$ cat config.mk
export PLATFORM = sky130hd
export DESIGN_NAME = xcvr_latched
export DESIGN_NICKNAME = d
export VERILOG_FILES = /design/src/rtl/xcvr_pkg.sv /design/src/rtl/xcvr_ctrl.sv /design/src/rtl/xcvr_datapath.sv /design/src/rtl/xcvr_latched.sv
export SDC_FILE = /design/constraint.sdc
export NUM_CORES = 1
export LEC_CHECK = 0
export BUFFER_PORTS_ARGS = -buffer_cell sky130_fd_sc_hd__buf_4
export CELL_PAD_IN_SITES_DETAIL_PLACEMENT = 1
export CELL_PAD_IN_SITES_GLOBAL_PLACEMENT = 2
export CORE_MARGIN = 8
export CORE_UTILIZATION = 24
export DETAILED_ROUTE_END_ITERATION = 10
export GPL_ROUTABILITY_DRIVEN = 1
export PLACE_DENSITY = 0.81
export SLEW_MARGIN = 20
export SYNTH_ARGS = -nofsm -noshare
export SYNTH_HDL_FRONTEND = slang
export SYNTH_SLANG_ARGS = --single-unit
$ cat constraint.sdc
create_clock -name clk -period 2.6 [get_ports clk]
set_clock_uncertainty 0.2 [all_clocks]
set_input_delay 0.52 -clock clk [delete_from_list [all_inputs] [get_ports clk]]
set_output_delay 0.52 -clock clk [all_outputs]
set_load 0.01 [all_outputs]
$ cat src/rtl/xcvr_pkg.sv
package xcvr_pkg;
  typedef struct packed {
    logic hold;   // storage holds
    logic enA;    // A drivers on
    logic enB;    // B drivers may pull
    logic pickB;  // storage source is backplane
    logic loop;   // feedback path present
  } xcvr_ctl_t;
endpackage

$ cat src/rtl/xcvr_ctrl.sv
module xcvr_ctrl
  import xcvr_pkg::*;
(
  input  logic       latchEn,
  input  logic       oeA,
  input  logic       oeB0,
  input  logic       oeB1,
  output xcvr_ctl_t  ctl
);
  logic bothLow;
  assign bothLow = ~oeB0 & ~oeB1;

  always_comb begin
    ctl.hold  = latchEn;
    ctl.enA   = oeA;
    ctl.enB   = bothLow;
    ctl.pickB = oeA;
    ctl.loop  = ~latchEn & oeA & bothLow;
  end
endmodule

$ cat src/rtl/xcvr_datapath.sv
module xcvr_datapath
  import xcvr_pkg::*;
#(
  parameter int WIDTH  = 8,
  parameter bit INVERT = 1'b1
) (
  input  logic             clk,
  input  logic             rst,
  input  xcvr_ctl_t        ctl,
  input  logic [WIDTH-1:0] aIn,
  input  logic [WIDTH-1:0] bLine,
  output logic [WIDTH-1:0] aOut,
  output logic [WIDTH-1:0] bPullDn
);
  logic [WIDTH-1:0] stored;
  logic [WIDTH-1:0] srcVal;
  logic [WIDTH-1:0] latchVal;
  logic [WIDTH-1:0] lineAsA;
  logic [WIDTH-1:0] pullPat;

  generate
    if (INVERT) begin : g_inv
      assign lineAsA = ~bLine;
      assign pullPat = latchVal;
    end else begin : g_noninv
      assign lineAsA = bLine;
      assign pullPat = ~latchVal;
    end
  endgenerate

  assign srcVal   = ctl.pickB ? lineAsA : aIn;
  assign latchVal = ctl.hold ? stored : srcVal;
  assign aOut     = latchVal;
  assign bPullDn  = ctl.enB ? pullPat : '0;

  always_ff @(posedge clk) begin
    if (rst)            stored <= '0;
    else if (!ctl.hold) stored <= srcVal;
  end

  // held contents never move
  a_r4_hold_stable: assert property (@(posedge clk) disable iff (rst)
    ctl.hold && $past(ctl.hold) && !$past(rst) |-> $stable(stored));
  // first held cycle keeps the last transparent sample
  a_r4_capture: assert property (@(posedge clk) disable iff (rst)
    ctl.hold && !$past(ctl.hold) && !$past(rst) |-> stored == $past(srcVal));
endmodule

$ cat src/rtl/xcvr_latched.sv
module xcvr_latched
  import xcvr_pkg::*;
#(
  parameter int WIDTH  = 8,
  parameter bit INVERT = 1'b1
) (
  input  logic             clk,
  input  logic             rst,
  input  logic             latchEn,
  input  logic             oeA,
  input  logic             oeB0,
  input  logic             oeB1,
  input  logic [WIDTH-1:0] aIn,
  output logic [WIDTH-1:0] aOut,
  output logic             aOe,
  input  logic [WIDTH-1:0] bLine,
  output logic [WIDTH-1:0] bPullDn,
  output logic             loopFlag
);
  xcvr_ctl_t ctl;

  xcvr_ctrl u_ctrl (
    .latchEn(latchEn), .oeA(oeA), .oeB0(oeB0), .oeB1(oeB1), .ctl(ctl)
  );

  xcvr_datapath #(.WIDTH(WIDTH), .INVERT(INVERT)) u_dp (
    .clk(clk), .rst(rst), .ctl(ctl), .aIn(aIn), .bLine(bLine),
    .aOut(aOut), .bPullDn(bPullDn)
  );

  assign aOe      = ctl.enA;
  assign loopFlag = ctl.loop;

  // any high B enable releases the whole backplane
  a_r2_b_release: assert property (@(posedge clk) disable iff (rst)
    (oeB0 || oeB1) |-> bPullDn == '0);
  // feedback only exists while transparent
  a_r8_loop_transparent: assert property (@(posedge clk) disable iff (rst)
    loopFlag |-> !latchEn && aOe);
  // held word goes to both ports with matching polarity
  a_r7_dual_drive: assert property (@(posedge clk) disable iff (rst)
    latchEn && aOe && !oeB0 && !oeB1 |->
      bPullDn == (INVERT ? aOut : ~aOut));
  // dual drive in hold keeps A data steady
  a_r7_hold_steady: assert property (@(posedge clk) disable iff (rst)
    latchEn && $past(latchEn) && !$past(rst) |-> $stable(aOut));
endmodule

Word level (Yosys, flattened, before mapping)
Cells that the tools add are included.
Widths: inputs -> output; s select.
{"block": "word_totals", "regBits": 8, "in_bits": 22, "out_inout_bits": 18, "wordCells": 11}
{"block": "classes", "muxes": 3, "n_bitwise": 7}
{"operator": "$mux 8", "count": 3}
{"operator": "$not 8->8", "count": 1}
{"operator": "$and 1x1->1", "count": 3}
{"operator": "$not 1->1", "count": 3}

Longest topological paths before layout
{"block": "depth", "word_depth": 4, "mapped_depth": 3, "ltp_nobuf": 2}

Modules after synthesis
A second synthesis with hierarchy kept.
{"block": "unflattened", "cells_unflattened": 68, "hier_area_um2": 645.6}
{"mod": "xcvr_datapath", "n_inst": 1, "cells_per_inst": 62, "area_each_um2": 596.8}
{"mod": "xcvr_ctrl", "n_inst": 1, "cells_per_inst": 6, "area_each_um2": 48.8}

Worst setup path after synthesis
OpenSTA, ideal clock, no wires.
{"block": "synth_path", "path_kind": "input-to-output", "from": "in oeB1", "to": "out bPullDn[0]", "arrival_ps": 1236, "slack_ps": 644, "stages": 3, "path_buffers": 1, "path_cell_list": "or2_0 > clkbuf_1 > a311oi_1"}
{"block": "synth_between", "elab_chain_len": 3}
{"item": "start, declared", "line_no": "xcvr_latched.sv:12", "source": "input logic oeB1,"}
{"item": "$not 1->1", "line_no": "xcvr_ctrl.sv:11", "source": "assign bothLow = ~oeB0 & ~oeB1;"}
{"item": "$and 1x1->1", "line_no": "xcvr_ctrl.sv:11"}
{"item": "$mux 8", "line_no": "xcvr_datapath.sv:34", "source": "assign bPullDn = ctl.enB ? pullPat : '0;"}
{"item": "end, declared", "line_no": "xcvr_latched.sv:17", "source": "output logic [WIDTH-1:0] bPullDn,"}
No other way between the ends.

Worst setup path after layout
{"block": "layout_path", "from": "in latchEn", "to": "out bPullDn[5]"}
{"block": "layout_between", "elab_chain_len": 2}
{"item": "start, declared", "line_no": "xcvr_latched.sv:9", "source": "input logic latchEn,"}
{"item": "$mux 8", "line_no": "xcvr_datapath.sv:32", "source": "assign latchVal = ctl.hold ? stored : srcVal;"}
{"item": "$mux 8", "line_no": "xcvr_datapath.sv:34"}
No other way between the ends.

==> impl_summary.txt <==
----------------------------------------------------
[Synthesis]
  Count leader, synth ... a311oi_1
  Mapped cell area ... 639 um^2
  Number of nets produced by synthesis ... 91
  Primary FF master, synth ... dfxtp_1
  Sequential element share of the synthesized area ... 0.250
  Leading cell types by total area after synthesis ... dfxtp_1, a311oi_1, nand2b_4
  Post-synth EDFFs ... 0
  Number of distinct standard cells referenced by the synthesized netlist ... 22
  Library cell with the largest summed area after synthesis ... dfxtp_1
  Proportion of synthesized flip-flops having asynchronous set or reset ... 0
  Commonest cells in the netlist ... a311oi_1, dfxtp_1
  Warning count from the yosys run ... 0
  Top-area cell type share of the netlist area ... 0.250
  Synth Area per Inst ... 9.27 um^2
  Number of standard cells after synthesis ... ~70
  Synthesized flop and latch total ... 8

[Setup path]
  Startpoint type of the worst setup path ... primary input
  Category of the most critical setup path ... primary input to output port
  RR Startpoint ... u_dp.stored[4]
  Critical-path maximum fanout ... 21
  Worst setup EP type ... output port
  Data required time of the critical path ... roughly 1.9 ns
  Worst Setup SP ... latchEn
  Last element of the critical path ... bPullDn[5]
  Register-to-Register Path Depth ... 2
  R2r endpoint ... u_dp.stored[4]
  CP arrival ... 1.52 ns
  Worst reg-to-reg setup slack ... 1.65 ns

[GRT]
  Initial antenna violation count ... 0
  Global route total overflow ... 0
  Largest net degree at the start of global routing ... 22
  Number of global-route vias before repair ... 767
  GR Util All Layers ... 0.0972
  Global-route wire length before repair ... 3460 um

[Placed design]
  Post-detailed-placement cell area ... 931 um^2
  Placed cell count ... 131
  Placer congestion estimate ... 0.665
  Post-DP HPWL ... 1650 um
  Buffers added on ports ... 39

[Layout]
  Multi-input combinational cell area ... 437 um^2
  Layout Cells excl Fill ... 134
  Fillers ... 323
  Share of final-layout standard cells stronger than drive strength 1 ... 0.490
  Area growth syn-to-layout ... 49.1%
  Nets@finish ... 128
  ANT cells ... 0
  Flip-flop count of the largest register, all copies and words added ... 8
  Top flop regs ... u_dp.stored x8
  Top reg by flops ... u_dp.stored
  Finished layout cell area ... around 950 um^2
  Combined flip-flop and latch cell area ... 160 um^2

[STA]
  Number of slew-limit violations in the final report ... 0
  Hold Vio Cnt, Final ... 0
  Share of the clock period used by the worst path ... 0.860
  Slew at the pin with the worst max-slew slack ... 0.584 ns
  Accumulated negative setup slack ... 0 ns
  Setup violation total in the final timing report ... 0
  Remaining max-slew budget at the tightest pin ... 0.610
  Tmin final ... 2.24 ns
  Setup repair after global routing missed its margin ... false
  Maximum clock frequency ... 447 MHz
  Final-layout worst hold slack ... 0.317 ns

[Floorplanning]
  Floorplan die height ... about 68 um
  IO Pins ... 40
  Die Footprint ... 0.00457 mm^2
  Core box area ... between 0.002 and 0.0025 mm^2
  Initial cell density of the core ... 0.256
  Die X ... 67.6 um
  Number of placement rows ... 18

[Clock tree]
  Root buffer cell ... clkbuf_4
  Number of gates resized after CTS ... 0
  Post-CTS repair timing setup buffer count ... 0
  Number of buffers added by the clock tree synthesis step ... 3
  Total number of H-tree levels ... 1
  Count of hold buffers inserted by post-cts repair ... 0
  Worst-path clk slew ... 0.05 ns
  CTS tree ... yes
  Clock insertion delay at the later pin of the skew report ... 0.24 ns
  Total number of clock tree sinks ... 8
  CTS Buffer Depth ... 2

[Detailed routing]
  Total vias in the final route ... 682
  DRT antenna net count ... 0
  Violation count after the first detailed-route iteration ... 25
  Residual DRC count ... 0
  Via density ... between 5 and 6
  Final wirelength ... 2060 um
  WL per Instance ... 15.3 um
  1st-pass router iterations ... 4

[Status]
  Outcome ... completed

[Hold path]
  Worst min-delay path category ... flop to flop

[Pwr]
  Static leakage ... 0.419 nW
  Power density relative to cell area ... ~380 mW/mm^2
  Maximum VDD drop ... 152 uV

[Flow run]
  Number of maximum-capacitance constraint violations ... 0

----------------------------------------------------
-- worst max-delay path, cell delays in order --
cell and delay, ns:
buf_4 0.16, inv_1 0.44, a311oi_1 0.20, buf_4 0.19
-- per-layer routing --
metal  vias up  global-route usage  share of wire  routed length [um]
met2        30               0.156           0.45                 919
met3         2              0.0546           0.14                 279
li1        338                   -              -                   -
met5         -                   0              0                   0
met1       312               0.103           0.41                 846
met4         0              0.0392         0.0039                   8
-- cells in the final DEF, fill, tap and decap left out --
master,n
a311oi_1,14
a31oi_1,7
and2_1,1
buf_4,39
clkbuf_4,3
dfxtp_1,8
inv_1,1
nand2_1,1
nand2b_1,7
nand2b_4,7
nand3b_1,1
nor2_2,1
nor2b_1,7
nor3b_1,1
o31ai_1,2
o41ai_2,1
or2_0,1
or3_1,1
or4bb_1,1
-- worst min-delay path by stage --
stage / depth (start not counted) / to / start / slack [ns]
after floorplan: 2 / u_dp.stored[6] / u_dp.stored[6] / 0.28
after global placement: 2 / u_dp.stored[6] / u_dp.stored[6] / 0.30
after detailed placement: 2 / u_dp.stored[6] / u_dp.stored[6] / 0.31
after global routing: 2 / u_dp.stored[2] / rst / 0.34
after CTS: 2 / u_dp.stored[6] / u_dp.stored[6] / 0.32
final: 2 / u_dp.stored[6] / u_dp.stored[6] / 0.32
-- final cells by class --
class,count,area share
Multi-Input combinational cell,53,0.458
Inverter,1,0.00394
Sequential cell,8,0.168
Tap cell,30,0.0394
Timing Repair Buffer,39,0.307
Clock buffer,3,0.0236
-- power by group --
part	switching [mW]	leakage, nW	total [mW]	internal (mW)
sequential	0.00274	0.0664	0.135	0.132
clock	0.0375	0.0138	0.0900	0.0525
combinational	0.0642	0.338	0.135	0.0709
-- logic make-up after synthesis --
logic type | count (synthesis) | share of synthesized area
AO/OA/AOI/OAI | 24 | 0.309
flip-flops | 8 | 0.250
AND/OR/NAND/NOR | 29 | 0.374
buffers and inverters | 8 | 0.0665
-- per-stage QoR --
stage / util / setup WS [ns] / power [mW]
final: 0.381 / 0.363 / 0.360
after global routing: 0.381 / 0.274 / 0.387
after CTS: 0.381 / 0.369 / 0.370
after detailed placement: 0.372 / 0.371 / 0.274
after global placement: 0.372 / 0.375 / 0.271
after floorplan: - / 0.644 / 0.208
No activity file was read; power rests on OpenSTA's default activity.
